[config.mk]
export PLATFORM = sky130hd
export DESIGN_NAME = serial_cfg_port
export DESIGN_NICKNAME = d
export VERILOG_FILES = /design/src/rtl/serial_cfg_pkg.sv /design/src/rtl/serial_cfg_sync.sv /design/src/rtl/serial_cfg_shift.sv /design/src/rtl/serial_cfg_bank.sv /design/src/rtl/serial_cfg_port.sv
export SDC_FILE = /design/constraint.sdc
export NUM_CORES = 1
export LEC_CHECK = 0
export ABC_AREA = 1
export BUFFER_PORTS_ARGS = -buffer_cell sky130_fd_sc_hd__buf_4
export CAP_MARGIN = 0
export CORE_MARGIN = 3
export CORE_UTILIZATION = 45
export DETAILED_ROUTE_END_ITERATION = 6
export GPL_TIMING_DRIVEN = 0
export HOLD_SLACK_MARGIN = 0.1
export PLACE_DENSITY = 0.7
export SYNTH_ARGS = -nofsm -noshare
export SYNTH_HDL_FRONTEND = slang
export SYNTH_SLANG_ARGS = --single-unit
[constraint.sdc]
create_clock -name clk -period 2.1 [get_ports clk]
set_clock_uncertainty 0.2 [all_clocks]
set_input_delay 0.105 -clock clk [delete_from_list [all_inputs] [get_ports clk]]
set_output_delay 0.105 -clock clk [all_outputs]
set_load 0.02 [all_outputs]
[src/rtl/serial_cfg_pkg.sv]
package serial_cfg_pkg;
  localparam int CFG_WORD_W = 24;
  localparam int CFG_ADDR_W = 2;
  localparam int CFG_NUM_REGS = 1 << CFG_ADDR_W;

  typedef enum logic [CFG_ADDR_W-1:0] {
    ADDR_NDIV  = 2'd0,
    ADDR_RDIV  = 2'd1,
    ADDR_CTRL  = 2'd2,
    ADDR_NOISE = 2'd3
  } cfg_addr_e;
endpackage

[src/rtl/serial_cfg_sync.sv]
module serial_cfg_sync #(
  parameter int NBITS  = 3,
  parameter int STAGES = 2
) (
  input  logic             clk,
  input  logic             rst_n,
  input  logic [NBITS-1:0] pin_i,
  output logic [NBITS-1:0] lvl_o,
  output logic [NBITS-1:0] rise_o
);
  logic [NBITS-1:0] pipe_q [STAGES];
  logic [NBITS-1:0] prev_q;

  always_ff @(posedge clk or negedge rst_n) begin
    if (!rst_n) begin
      for (int i = 0; i < STAGES; i++) pipe_q[i] <= '0;
      prev_q <= '0;
    end else begin
      pipe_q[0] <= pin_i;
      for (int i = 1; i < STAGES; i++) pipe_q[i] <= pipe_q[i-1];
      prev_q <= pipe_q[STAGES-1];
    end
  end

  assign lvl_o  = pipe_q[STAGES-1];
  assign rise_o = lvl_o & ~prev_q;
endmodule

[src/rtl/serial_cfg_shift.sv]
module serial_cfg_shift #(
  parameter int WORD_W = 24
) (
  input  logic              clk,
  input  logic              rst_n,
  input  logic              shift_en,
  input  logic              bit_i,
  output logic [WORD_W-1:0] word_o
);
  logic [WORD_W-1:0] word_q;

  always_ff @(posedge clk or negedge rst_n) begin
    if (!rst_n)        word_q <= '0;
    else if (shift_en) word_q <= {word_q[WORD_W-2:0], bit_i};
  end

  assign word_o = word_q;

  // new bit lands at bit 0, older bits move up one place
  a_r2_shift_order: assert property (@(posedge clk) disable iff (!rst_n)
    shift_en |=> (word_q == {$past(word_q[WORD_W-2:0]), $past(bit_i)}));

  // without a shift pulse the holding word stays put
  a_r7_hold_idle: assert property (@(posedge clk) disable iff (!rst_n)
    !shift_en |=> $stable(word_q));
endmodule

[src/rtl/serial_cfg_bank.sv]
module serial_cfg_bank #(
  parameter int WORD_W = 24,
  parameter int ADDR_W = 2,
  localparam int NREGS = 1 << ADDR_W
) (
  input  logic                         clk,
  input  logic                         rst_n,
  input  logic                         commit_i,
  input  logic [WORD_W-1:0]            word_i,
  output logic [NREGS-1:0][WORD_W-1:0] regs_o,
  output logic [NREGS-1:0]             stb_o
);
  logic [ADDR_W-1:0] sel;
  assign sel = word_i[ADDR_W-1:0];

  for (genvar g = 0; g < NREGS; g++) begin : g_reg
    logic hit;
    assign hit = commit_i && (sel == ADDR_W'(g));

    always_ff @(posedge clk or negedge rst_n) begin
      if (!rst_n) begin
        regs_o[g] <= '0;
        stb_o[g]  <= 1'b0;
      end else begin
        stb_o[g] <= hit;
        if (hit) regs_o[g] <= word_i;
      end
    end
  end

  // never more than one strobe bit at a time
  a_r5_stb_onehot: assert property (@(posedge clk) disable iff (!rst_n)
    $onehot0(stb_o));

  // a strobe lasts one cycle only
  a_r5_stb_single: assert property (@(posedge clk) disable iff (!rst_n)
    (stb_o != '0) |=> (stb_o == '0));

  // no strobe follows a cycle with no commit
  a_r8_no_commit: assert property (@(posedge clk) disable iff (!rst_n)
    !commit_i |=> (stb_o == '0));

  // registers change only together with a strobe
  a_r4_quiet_hold: assert property (@(posedge clk) disable iff (!rst_n)
    (stb_o == '0) |-> (regs_o == $past(regs_o)));
endmodule

[src/rtl/serial_cfg_port.sv]
module serial_cfg_port
  import serial_cfg_pkg::*;
#(
  parameter int SYNC_STAGES = 2
) (
  input  logic                  clk,
  input  logic                  rst_n,
  input  logic                  ser_clk,
  input  logic                  ser_dat,
  input  logic                  ser_le,
  output logic [CFG_WORD_W-1:0] cfg_ndiv,
  output logic [CFG_WORD_W-1:0] cfg_rdiv,
  output logic [CFG_WORD_W-1:0] cfg_ctrl,
  output logic [CFG_WORD_W-1:0] cfg_noise,
  output logic [CFG_NUM_REGS-1:0] cfg_wr_stb
);
  localparam int PIN_DAT = 0;
  localparam int PIN_CLK = 1;
  localparam int PIN_LE  = 2;

  logic [2:0] lvl, rise;
  logic [CFG_WORD_W-1:0] hold_word;
  logic [CFG_NUM_REGS-1:0][CFG_WORD_W-1:0] regs;
  logic unused_sync;

  serial_cfg_sync #(.NBITS(3), .STAGES(SYNC_STAGES)) u_sync (
    .clk    (clk),
    .rst_n  (rst_n),
    .pin_i  ({ser_le, ser_clk, ser_dat}),
    .lvl_o  (lvl),
    .rise_o (rise)
  );

  assign unused_sync = ^{lvl[PIN_LE], lvl[PIN_CLK], rise[PIN_DAT]};

  serial_cfg_shift #(.WORD_W(CFG_WORD_W)) u_shift (
    .clk      (clk),
    .rst_n    (rst_n),
    .shift_en (rise[PIN_CLK]),
    .bit_i    (lvl[PIN_DAT]),
    .word_o   (hold_word)
  );

  serial_cfg_bank #(.WORD_W(CFG_WORD_W), .ADDR_W(CFG_ADDR_W)) u_bank (
    .clk      (clk),
    .rst_n    (rst_n),
    .commit_i (rise[PIN_LE]),
    .word_i   (hold_word),
    .regs_o   (regs),
    .stb_o    (cfg_wr_stb)
  );

  assign cfg_ndiv  = regs[int'(ADDR_NDIV)];
  assign cfg_rdiv  = regs[int'(ADDR_RDIV)];
  assign cfg_ctrl  = regs[int'(ADDR_CTRL)];
  assign cfg_noise = regs[int'(ADDR_NOISE)];
endmodule

# Yosys cells after proc, flatten, opt, wreduce, memory -nomap -nowiden

Index checks and enable logic that the tools add are counted.

Register bits after elaboration: 133
Latch bits: 0
RAM bits: 0
Memory bits (read-only): 0
Output and inout port bits: 100
Logic and storage cells: 22
Memories: 0

$add $sub $neg: 0
Multiply operators: 0
Div/mod/pow operators: 0
$lt $le $gt $ge: 0
Equality and inequality tests: 3
Shift-type cells: 0
Multiplexer cells: 0
Bitwise operators: 2
Reductions and logical operators: 5

Operators by type and width:

| operator                                             | count |
|---|---|
| equality test 2 bit (second input constant)          | 2 |
| logical AND 1 bit                                    | 4 |
| AND 3 bit                                            | 1 |
| inverter 3 bit                                       | 1 |
| equality test 2 x 1 -> 1 bit (second input constant) | 1 |
| zero test 2 bit                                      | 1 |

# Logic depth before layout (Yosys ltp)

Word-level depth: 3
Gate-level depth with buffers: 6
Gate-level depth less buffers: 5

# Cells and area by module

Synthesis repeated with hierarchy kept, for this count alone.

Cell total of the unflattened synthesis: 545
Area total of the unflattened synthesis: 5245.0 µm²

Modules (own cells, without submodules):

| module           | instances | cells each | area an instance (µm²) |
|---|---|---|---|
| serial_cfg_bank  | 1         | 425        | 3987.6 |
| serial_cfg_shift | 1         | 102        | 979.7 |
| serial_cfg_sync  | 1         | 18         | 277.8 |

# Worst setup path after synthesis

OpenSTA, ideal clock, no wires.

Path kind: register to register
Start point: register u_sync.prev_q[2]
End point: register u_bank.regs_o[10] (netlist bit)
Library setup time: 0.066 ns
Data arrival time: 1.052 ns
Required time: 1.834 ns
Setup slack: 0.781 ns
Stages on the path, launching flop included: 5
Buffers on the path: 1
Period minus slack after synthesis: 1.319 ns
Cells stage by stage: dfrtp_1 > nor2_8 > clkbuf_1 > nand3_1 > nand2_1

Longest elaborated chain between the ends: 3

Ends and longest elaborated chain:

| element                       | RTL line              | RTL |
|---|---|---|
| start, declared               | serial_cfg_sync.sv:12 | `logic [NBITS-1:0] prev_q;` |
| start signal, assigned        | serial_cfg_sync.sv:21 | `prev_q <= pipe_q[STAGES-1];` |
| inverter 3 bit                | serial_cfg_sync.sv:26 | `assign rise_o = lvl_o & ~prev_q;` |
| AND 3 bit                     | serial_cfg_sync.sv:26 |  |
| logical AND 1 bit             | serial_cfg_bank.sv:18 | `assign hit = commit_i && (sel == ADDR_W'(g));` |
| end signal, assigned by index | serial_cfg_bank.sv:26 | `if (hit) regs_o[g] <= word_i;` |
| end, declared                 | serial_cfg_bank.sv:10 | `output logic [NREGS-1:0][WORD_W-1:0] regs_o,` |

No other way between the ends.
A chain may end at the register's enable or synchronous reset.

==> impl_summary.log <==
[metrics] status: finished, final reports clean
[metrics] CORE AREA: between 10000 and 15000 µm²
[metrics] Mapped Area: approximately 5100 µm²
[metrics] adder and majority gate portion of the synthesized area: 0%
[metrics] arrival time reported for the critical path endpoint: 2.05 ns
[metrics] post-synthesis cell count: 531
[metrics] CP endpoint kind: asynchronous set/reset pin
[metrics] post-synthesis simple-gate area fraction: 28.9%
[metrics] complex-gate fraction of the synthesized area: less than 1%
[metrics] root buf cell: clkbuf_16
[metrics] final weighted congestion in routability-driven placement: 0.773
[metrics] count of final max-slew check failures: 0
[metrics] final-report setup violation count: 0
[metrics] CTS Sinks: about 130
[metrics] final antenna-violating net count: 0
[metrics] leakage power of the design: about 3.8 nW
[metrics] worst setup path category: in -> async
[metrics] Total Neg Setup Slack: 0 ns
[metrics] Min-Delay Path Class: in -> reg
[metrics] Max Freq: 0.588 GHz
[metrics] family with the most delay on the worst path: buffers and inverters
[metrics] DRC violation count after routing: 0
[metrics] Initial Utilization: 46.5%
[metrics] number of violations of the max-capacitance limit: 0
[metrics] final net count: 665
[metrics] Core Rows: 38
[metrics] share of the synthesized netlist area taken by xor and xnor gates: 0%
[metrics] number of iterations in the first detailed-routing pass: 5
[metrics] number of buffers inserted by port buffering: 104
[metrics] antenna diode instance count: 0
[metrics] count of unique library cells instantiated by Yosys: 18
[metrics] initial detailed-routing violation count: 349
[metrics] post-synthesis net count: 536
[metrics] Area growth syn-to-layout: 30.8%
[metrics] CP cell instances: dlygate4sd3_1, dlygate4sd3_1, buf_6, buf_16
[metrics] Worst-Margin Slew: about 0.54 ns
[metrics] largest net degree at the start of global routing: 74
[metrics] share of cell area taken by muxes after synthesis: 0%
[metrics] post-route insts no fill: 812
[metrics] dpl cells: 776
[metrics] TritonCTS clock tree: yes
[metrics] most prevalent standard cell on the critical path: dlygate4sd3_1
[metrics] yosys synthesis warning count: 0
[metrics] initial antenna violation count: 0
[metrics] nature of the critical path startpoint: input pin
[metrics] Mean Syn Cell Area: roughly 9.6 µm²
[metrics] worst max-slew margin expressed relative to the limit: 63.8%
[metrics] Num CTS Buffers: 17
[metrics] fraction of final layout cells sized beyond drive strength 1: about a quarter
[metrics] first-pass GRT wire length: around 20 mm
[metrics] total global routing track utilization: 20.0%
[metrics] maximum single-stage delay on the critical path: 0.56 ns
[metrics] setup repair after global routing missed its margin: no
[metrics] startpoint of the worst hold path: ser_dat
[metrics] #FFs+latches synth: 132
[metrics] CTS Buffer Depth: 2
[metrics] Max FO, Critical Path: 73
[metrics] clock-pin slew of the registers on the worst-case setup and hold paths: about 0.05 ns
[metrics] crit path time final: 1.70 ns
[metrics] critical path buffer and inverter count: 4
[metrics] total area of multi-input combinational cells: 1490 µm²
[metrics] DR vias/cell: 4.93
[metrics] Hold EP: u_sync.pipe_q[3]$_DFF_PN0_
[metrics] count of fill cells added during filler insertion: 938
[metrics] sequential-to-total area share from yosys stat: around 65%
[metrics] endpoint of the most critical register-to-register path: u_bank.regs_o[14]$_DFFE_PN0P_
[metrics] # hold bufs at CTS: 5
[metrics] Final HPWL DP: 8.43 mm
[metrics] area of the die: 12600 µm²
[metrics] H-Tree Level Count: 4
[metrics] Die Y-Extent: 112 µm
[metrics] global-route congestion overflow total: 0
[metrics] total number of vias: 4000
[metrics] post-CTS setup repair buffer count: 0
[metrics] path depth of the worst reg2reg path: 4
[metrics] FF-to-FF Start: u_sync.prev_q[2]$_DFF_PN0_
[metrics] Worst IR Drop VDD: between 0.5 and 0.6 mV
[metrics] source of the critical timing path: rst_n
[metrics] dominant combinational cell family by area after synthesis: simple AND/OR/NAND/NOR gates
[metrics] internal reg-to-reg setup slack: 0.56 ns
[metrics] footprint of the flip-flops and latches: about 3300 µm²
[metrics] final cycle utilization of the critical path: 81.0%
[metrics] clock insertion delay at the later pin of the skew report: 0.40 ns
[metrics] critical path required time: around 2.5 ns
[metrics] vias in the first global route: 4016
[metrics] die boundary width: 112 µm
[metrics] post-detailed-route wirelength per cell: 14.8 µm
[metrics] ports placed on the boundary: roughly 110
[metrics] cell depth of the worst hold path: 2
[metrics] PwrDens: ~1200 nW/µm²
[metrics] # resized after CTS: 0
[metrics] wire length after detailed routing: between 10 and 15 mm
[metrics] Slowest cell on crit path: dlygate4sd3_1
[metrics] final number of hold-violating endpoints: 0
-- where the power goes --
part | internal (W) | switching, W
registers | 0.00305 | 0.000447
logic | 0.000784 | 0.00113
clock network | 0.00158 | 0.00103
total | 0.00541 | 0.00261
-- cells in the mapped netlist (all sizes together) --
cell type	n	share of area [%]
dfrtp	132	65
nand2	250	19
buf	26	4.0
o21ai	3	0.30
nor2	11	1.6
nand3	85	8.4
inv	18	1.3
clkbuf	4	0.30
a21oi	2	0.20
-- kinds of logic (layout without fill, tap and decap cells) --
logic type / after synthesis / count (layout)
buffers and inverters: 48 / 189
and+or+nand+nor: 346 / 346
AOI/OAI and AO/OA: 5 / 5
DFF: 132 / 132
-- worst max-delay path by stage --
stage          cells past startpoint                             to  slack [ns]
6_report                           4  u_bank.regs_o[50]$_DFFE_PN0P_        0.40
2_1_floorplan                      4  u_bank.regs_o[10]$_DFFE_PN0P_        0.78
4_1_cts                            4  u_bank.regs_o[91]$_DFFE_PN0P_        0.35
3_3_place_gp                       1  u_bank.regs_o[13]$_DFFE_PN0P_        0.30
5_1_grt                            4  u_bank.regs_o[91]$_DFFE_PN0P_        0.24
3_5_place_dp                       4  u_bank.regs_o[11]$_DFFE_PN0P_        0.58
-- stage by stage --
step	total power (W)	setup slack (ns)	hold slack, ns	util, %	cell area (µm²)
after floorplan	0.00447	0.781	-0.391	-	5080
after global placement	0.00539	0.305	0.0141	55.2	6040
after detailed placement	0.00546	0.579	-0.0808	55.5	6070
after CTS	0.00810	0.350	0.136	60.8	6650
after global routing	0.00843	0.236	0.131	60.8	6650
final	0.00803	0.398	0.143	60.8	6650
-- flip-flops by register name, indices dropped and copies added, names as in the netlist --
signal and flops:
u_bank.regs_o 96, u_bank.stb_o 4, u_shift.word_o 24, u_sync.lvl_o 3, u_sync.pipe_q 3, u_sync.prev_q 2
-- placed cells by master (no fill, tap or decap), types with 6 or more instances in the layout --
master / n
clkinv_2: 7
buf_6: 12
clkbuf_16: 17
nand2_1: 245
inv_1: 11
nand3_1: 85
buf_4: 105
inv_2: 7
buf_2: 12
nor2_1: 6
dfrtp_1: 132
-- routing by layer --
metal  track usage (%)  vias to the layer above  part of all wire, %
met1              27.0                     1943                   45
met3              5.18                       17                  5.2
li1                  -                     1933                    -
met5                 0                        -                    0
met4              6.33                        0                  1.3
met2              31.9                      107                   49
-- layout make-up --
cell class	instances	area share, %
plain buffers	30	3.27
clock buffers	21	7.08
clock inverters	10	0.884
inverters	18	1.02
multi-input cells	351	22.5
flip-flops and latches	132	49.7
well taps	140	2.63
repair buffers	110	13.0
Power figures use the tool's default switching activity.
